===== config.mk =====
export PLATFORM = sky130hd
export DESIGN_NAME = bus_parity_gen
export DESIGN_NICKNAME = d
export VERILOG_FILES = /design/src/rtl/bpg_pkg.sv /design/src/rtl/bpg_xor_tree.sv /design/src/rtl/bpg_phase_ctl.sv /design/src/rtl/bpg_par_reg.sv /design/src/rtl/bus_parity_gen.sv
export SDC_FILE = /design/constraint.sdc
export NUM_CORES = 1
export LEC_CHECK = 0
export BUFFER_PORTS_ARGS = -buffer_cell sky130_fd_sc_hd__buf_2
export CAP_MARGIN = 20
export CORE_UTILIZATION = 25
export DETAILED_ROUTE_END_ITERATION = 8
export PLACE_DENSITY = 0.76
export SETUP_SLACK_MARGIN = 0.5
export SYNTH_ARGS = -nofsm -noshare
export SYNTH_HDL_FRONTEND = slang
export SYNTH_HIERARCHICAL = 1
export SYNTH_SLANG_ARGS = --single-unit

===== constraint.sdc =====
create_clock -name clk -period 1.7 [get_ports clk]
set_clock_uncertainty 0.2 [all_clocks]
set_input_delay 0.34 -clock clk [delete_from_list [all_inputs] [get_ports clk]]
set_output_delay 0.34 -clock clk [all_outputs]
set_load 0.005 [all_outputs]

===== src/rtl/bpg_pkg.sv =====
// Shared types for the bus parity generator.
// Assumes nothing beyond IEEE 1800-2017 packed structs.
package bpg_pkg;

    // Control decision for one clock: whether the parity line is owned
    // on the next clock, and whether a fresh parity value is loaded.
    typedef struct packed {
        logic drive;
        logic load;
    } par_ctl_t;

endpackage


===== src/rtl/bpg_xor_tree.sv =====
// Even-parity reduction over the AD bus and the C/BE field.
// The AD bus is split into one lane per C/BE bit; each lane folds its
// byte together with its own C/BE bit, then the lane results are folded.
// Assumes AD_W is an exact multiple of CBE_W.
module bpg_xor_tree #(
    parameter int AD_W  = 32,
    parameter int CBE_W = 4
) (
    input  logic [AD_W-1:0]  ad,
    input  logic [CBE_W-1:0] cbe,
    output logic             par
);
    localparam int LANE_W = AD_W / CBE_W;

    logic [CBE_W-1:0] lane_par;

    for (genvar g = 0; g < CBE_W; g++) begin : g_lane
        // Per-lane fold: one byte of AD plus the matching C/BE bit.
        assign lane_par[g] = ^{ad[g*LANE_W +: LANE_W], cbe[g]};
    end

    // Final fold of the lane results gives even parity over all bits.
    assign par = ^lane_par;

    initial begin
        // Lane split requires an exact division.
        lane_split_chk: assert (AD_W % CBE_W == 0)
            else $error("AD_W must be a multiple of CBE_W");
    end
endmodule


===== src/rtl/bpg_phase_ctl.sv =====
// Decides, for the current clock, whether the bridge owns the parity
// line on the next clock and whether a new parity value is loaded.
// Address phase wins over data phase if both are flagged.
// Assumes role and direction are steady across a bus cycle.
module bpg_phase_ctl
    import bpg_pkg::*;
(
    input  logic     addr_phase,
    input  logic     data_phase,
    input  logic     is_master,
    input  logic     is_write,
    input  logic     ad_oe,
    input  logic     irdy,
    input  logic     trdy,
    output par_ctl_t ctl
);
    logic own_data;
    logic src_ready;

    // Which side sources data, and whether its ready strobe is up.
    always_comb begin
        own_data  = is_master ? is_write : ~is_write;
        src_ready = is_master ? irdy : trdy;
    end

    // Ownership and load decision for this clock.
    always_comb begin
        ctl = '0;
        if (ad_oe) begin
            if (addr_phase) begin
                ctl.drive = is_master;
                ctl.load  = is_master;
            end else if (data_phase) begin
                ctl.drive = own_data;
                ctl.load  = own_data & src_ready;
            end
        end
    end
endmodule


===== src/rtl/bpg_par_reg.sv =====
// Output stage: registers the parity bit and its enable one clock after
// the covered phase. The bit holds whenever no load is requested.
// Synchronous active-low reset.
module bpg_par_reg
    import bpg_pkg::*;
(
    input  logic     clk,
    input  logic     rst_n,
    input  par_ctl_t ctl,
    input  logic     par_next,
    output logic     par_q,
    output logic     par_oe_q
);
    // Register the enable and, on load, the new parity bit.
    always_ff @(posedge clk) begin
        if (!rst_n) begin
            par_q    <= 1'b0;
            par_oe_q <= 1'b0;
        end else begin
            par_oe_q <= ctl.drive;
            if (ctl.load) begin
                par_q <= par_next;
            end
        end
    end


    hold_no_load_chk: assert property (@(posedge clk) disable iff (!rst_n)
        !ctl.load |=> $stable(par_q));
endmodule


===== src/rtl/bus_parity_gen.sv =====
// Role-aware even parity generator for a multiplexed AD bus.
// Drives parity only for phases this bridge sources: address phases and
// write data as initiator, read data as responder. No checking is done.
// Assumes addr/data phase flags come from the bridge's own bus sequencer.
module bus_parity_gen
    import bpg_pkg::*;
#(
    parameter int AD_W  = 32,
    parameter int CBE_W = 4
) (
    input  logic             clk,
    input  logic             rst_n,
    input  logic [AD_W-1:0]  ad_i,
    input  logic [CBE_W-1:0] cbe_i,
    input  logic             addr_phase_i,
    input  logic             data_phase_i,
    input  logic             is_master_i,
    input  logic             is_write_i,
    input  logic             ad_oe_i,
    input  logic             irdy_i,
    input  logic             trdy_i,
    output logic             par_o,
    output logic             par_oe_o
);
    par_ctl_t ctl;
    logic     par_next;

    bpg_xor_tree #(.AD_W(AD_W), .CBE_W(CBE_W)) u_tree (
        .ad  (ad_i),
        .cbe (cbe_i),
        .par (par_next)
    );

    bpg_phase_ctl u_ctl (
        .addr_phase (addr_phase_i),
        .data_phase (data_phase_i),
        .is_master  (is_master_i),
        .is_write   (is_write_i),
        .ad_oe      (ad_oe_i),
        .irdy       (irdy_i),
        .trdy       (trdy_i),
        .ctl        (ctl)
    );

    bpg_par_reg u_out (
        .clk      (clk),
        .rst_n    (rst_n),
        .ctl      (ctl),
        .par_next (par_next),
        .par_q    (par_o),
        .par_oe_q (par_oe_o)
    );


    even_total_chk: assert property (@(posedge clk) disable iff (!rst_n)
        ctl.load |=> ((^{$past(ad_i), $past(cbe_i), par_o}) == 1'b0));


    no_init_read_data_chk: assert property (@(posedge clk) disable iff (!rst_n)
        (is_master_i && !is_write_i && data_phase_i && !addr_phase_i) |=> !par_oe_o);


    no_resp_write_data_chk: assert property (@(posedge clk) disable iff (!rst_n)
        (!is_master_i && is_write_i && data_phase_i && !addr_phase_i) |=> !par_oe_o);


    no_resp_addr_chk: assert property (@(posedge clk) disable iff (!rst_n)
        (!is_master_i && addr_phase_i) |=> !par_oe_o);


    oe_needs_ad_chk: assert property (@(posedge clk) disable iff (!rst_n)
        !ad_oe_i |=> (!par_oe_o && $stable(par_o)));


    init_addr_drive_chk: assert property (@(posedge clk) disable iff (!rst_n)
        (is_master_i && addr_phase_i && ad_oe_i) |=> par_oe_o);
endmodule


== Word-level counts from Yosys, hierarchy flattened ==
Index checks and enable logic that the tools add are counted.

* Bits in registers: 2
* Bits of input ports: 45
* Output and inout bits: 2
* Logic and storage cells: 15

* Mux-type cells: 5
* Bitwise logic cells: 2
* Reductions and logical operators: 6

{| class="wikitable"
|+ Operator list
! operator !! number
|-
| parity 9 bit || 4
|-
| 2-to-1 mux 2 bit || 2
|-
| parity 4 bit || 1
|-
| 2-to-1 mux 1 bit || 3
|-
| AND reduction 2 bit || 1
|-
| AND 1 bit || 1
|-
| inverter 1 bit || 1
|}

== Depth between registers and ports, before layout ==
* Word-level depth: 6
* Depth in mapped cells: 7
* Mapped depth without buffers: 7

== Modules after synthesis ==
The synthesis kept the hierarchy.

{| class="wikitable"
|+ Modules (own cells, without submodules)
! module !! times used !! cells an instance !! area an instance (sq um) !! sequential area each (sq um)
|-
| bpg_xor_tree || 1 || 34 || 311.5 || 0.0
|-
| bpg_par_reg || 1 || 5 || 62.6 || 40.0
|-
| bpg_phase_ctl || 1 || 7 || 53.8 || 0.0
|}

== Worst setup path after synthesis ==
No wires, ideal clock.

* Path type: input-to-reg
* From: input ad_i[26]
* To: register u_out.par_q
* Setup time: 0.116 ns
* Data arrival time: 1.497 ns
* Data required time: 1.384 ns
* Setup slack: -0.113 ns
* Cell stages on the path: 7
* Buffers on the path: 0
* Cell sequence: xor2_1 xnor2_1 xnor2_1 xnor3_1 xnor2_1 mux2i_1 nor2b_1

* Longest elaborated chain between the ends: 2

{| class="wikitable"
|+ Ends and longest elaborated chain
! what !! line !! text
|-
| start, declared || bus_parity_gen.sv:13 || <nowiki>input logic [AD_W-1:0] ad_i,</nowiki>
|-
| parity 9 bit || bpg_xor_tree.sv:19 || <nowiki>assign lane_par[g] = ^{ad[g*LANE_W +: LANE_W], cbe[g]};</nowiki>
|-
| parity 4 bit || bpg_xor_tree.sv:23 || <nowiki>assign par = ^lane_par;</nowiki>
|-
| named net par_next || bus_parity_gen.sv:26 || <nowiki>logic par_next;</nowiki>
|-
| end signal, assigned || bpg_par_reg.sv:22 || <nowiki>par_q <= par_next;</nowiki>
|-
| end, declared || bpg_par_reg.sv:11 || <nowiki>output logic par_q,</nowiki>
|}

The timed path passes the listed nets, and every way through them passes these cells.
A chain may end at the register's enable or synchronous reset.

== Worst setup path after layout ==
* From: input ad_i[6]
* To: register u_out.par_q

Same word-level chain as after synthesis.

==> flow_metrics.tcl <==
set metrics [dict create \
    ys_seq_elements 2 \
    drtPass1Iterations 5 \
    vias 468 \
    hp-class "in -> reg" \
    vias_per_cell 4.22 \
    clkPwrFrac_pct 20.0 \
    numCtsBuffers 3 \
    n_antenna_cell 0 \
    slew_viol_final 0 \
    relSlewSlack_pct 86.4 \
    io_buffers 46 \
    leakage_nw 0.377 \
    die_y_um 43.4 \
    intPower_w 0.000358 \
    fp.dieW_um 43.4 \
    clk_path_buf_depth 2 \
    synth_edf_count 0 \
    irDropWorstVdd_v 0.000285 \
    period_minus_slack_ps 1770 \
    combPwrFrac_pct 68.8 \
    overflow 0 \
    cp-start-kind "input port" \
    n_fill_cell 150 \
    status "finished with violations" \
    power_density_mw_per_mm2 651 \
    synth-async-reset-ratio_pct 0 \
    gp_congestion 0.638 \
    synth_area_leaders "xnor2_1, dfxtp_1, xor2_1" \
    path_max_fanout 1 \
    drc 8 \
    preCtsSetupSlack_ps -313 \
    syn_inst 46 \
    initialDrtViolationCount 8 \
    fmax_mhz 565 \
    stdcell_area_um2 785 \
    dp_hpwl_um 824 \
    hold_slack_ps 128 \
    drv_cap 0 \
    finalCritPeriodShare_pct 104 \
    wl_um 936 \
    pin_count 47 \
    netlist.area_leader.share_pct 59.4 \
    synth.most_common_cell "xnor2_1" \
    antenna_found_initial 0 \
    syn_to_final_growth_pct 83.3 \
    cts-root-buf "clkbuf_4" \
    finalHoldViolCount 0 \
    finalSetupViolCount 1 \
    p_switching_w 0.000152 \
    cts_tree "yes" \
    synthesis.area_um2 428 \
    wl_per_cell_um 8.43 \
    cp.required_ps 1610 \
    clock_latency_ps 220 \
    yosys.cell_types.count 13 \
    numClockSinks 2 \
    clkTransAtPathRegs_ps 30 \
    critPathKind "in -> reg" \
    start_util_pct 27.4 \
    tightest_slew_ps 203 \
    core_area_mm2 0.00156 \
    avgSynthCellArea_um2 9.30 \
    ys_top_cells_by_count "xnor2_1, xor2_1, dfxtp_1, nor2b_1" \
    first_global_vias 432 \
    sequentialPowerShare_pct 11.2 \
    h-tree-depth 1 \
    fin_ws_ps -70.5 \
    seqCellArea_um2 40.0 \
    place_area_um2 686 \
    swShare_pct 29.9 \
    multi_input_area_um2 440 \
    ant_nets 0 \
    grt_use_total_pct 10.6 \
    critPathCaptureType "flop" \
    tns_ps -70.5 \
    rsz0062_at_grt "true" \
    grt_pass1_wl_um 1420 \
    yosysTopAreaCell "xnor2_1" \
    synth_flop_cell "dfxtp_1" \
    grt_max_degree 4 \
    ys_seq_area_share_pct 9.36 \
    violations "DRC, setup timing" \
    ctsHoldBuffers 0 \
    final_layout_size_suffix_gt1_share_pct 60.0 \
    final_nets 142 \
    synth_nets 91 \
    dieArea_mm2 0.00188 \
    ys_warn_count 6 \
    arrival_ps 1680 \
    fp-row-count 14 \
]
power by group through the flow:
stage,logic (W),registers [W],clock network (W)
floorplan,0.000246,0.0000588,0
CTS,0.000350,0.0000574,0.000109
detailed placement,0.000335,0.0000578,0
global placement,0.000327,0.0000581,0
global route,0.000386,0.0000576,0.000110
finish,0.000351,0.0000571,0.000102
through the flow:
stage	power, W	util (%)	std cells
final	0.000511	50.3	111
after global routing	0.000554	50.3	111
after CTS	0.000517	48.2	111
after detailed placement	0.000393	44.0	108
after global placement	0.000386	44.0	108
after floorplan	0.000305	-	46
worst max-delay path: stages:
cell	delay, ps
buf_2	100
xnor2_1	200
xnor2_1	170
xnor2_1	180
xnor3_1	360
xnor2_1	140
mux2i_1	130
nor2b_1	60
kinds of logic after synthesis:
logic type | share of synthesized area (%)
xor gates and xnor gates | 72.8
muxes | 4.97
DFF | 9.36
and+or+nand+nor | 8.77
AOI/OAI and AO/OA | 4.09
cell type report:
class / count / share of cell area (%)
Multi-Input combinational cell: 44 / 56.1
Timing Repair Buffer: 46 / 33.3
Sequential cell: 2 / 5.10
Tap cell: 16 / 2.55
Clock buffer: 3 / 2.87
routing by layer:
| layer | global-route usage (%) | share of wire (%) | vias to the layer above |
|---|---|---|---|
| li1 | - | - | 244 |
| met1 | 8.21 | 30 | 188 |
| met2 | 21.2 | 56 | 36 |
| met3 | 3.75 | 14 | 0 |
| met4 | 7.50 | 0 | 0 |
| met5 | 0 | 0 | - |
path summary, 6_finish.rpt:
kind / start / end / slack [ps] / cells past startpoint
setup / recovery: ad_i[6] / u_out/par_q / -70 / 8
hold / removal: rst_n / u_out/par_oe_q / 130 / 2
setup reg to reg: u_out/par_q / u_out/par_q / 910 / 2
hold reg to reg: u_out/par_q / u_out/par_q / 320 / 2
state kept, by name, indices dropped and copies added, names as in the netlist:
signal          cells
u_out/par_q         1
u_out/par_oe_q      1
placed cells by master, fill, tap and decap left out:
master and instances:
buf_2 41, xnor2_1 23, xnor2_2 6, buf_6 5, clkbuf_4 3, xor2_1 3, nor2b_1 2, dfxtp_1 2
a21o_1 1, nor4b_2 1, a21oi_1 1, mux2_1 1, o21ai_1 1, nor2_1 1, mux2i_1 1, and2_1 1
xor2_2 1, xnor3_1 1
repair_timing:
action	in CTS	in global routing
setup endpoints to repair	2	2
pin swaps	6	6
buffers inserted	0	0
resized for setup	6	5
(Power assumes the default switching activity.)
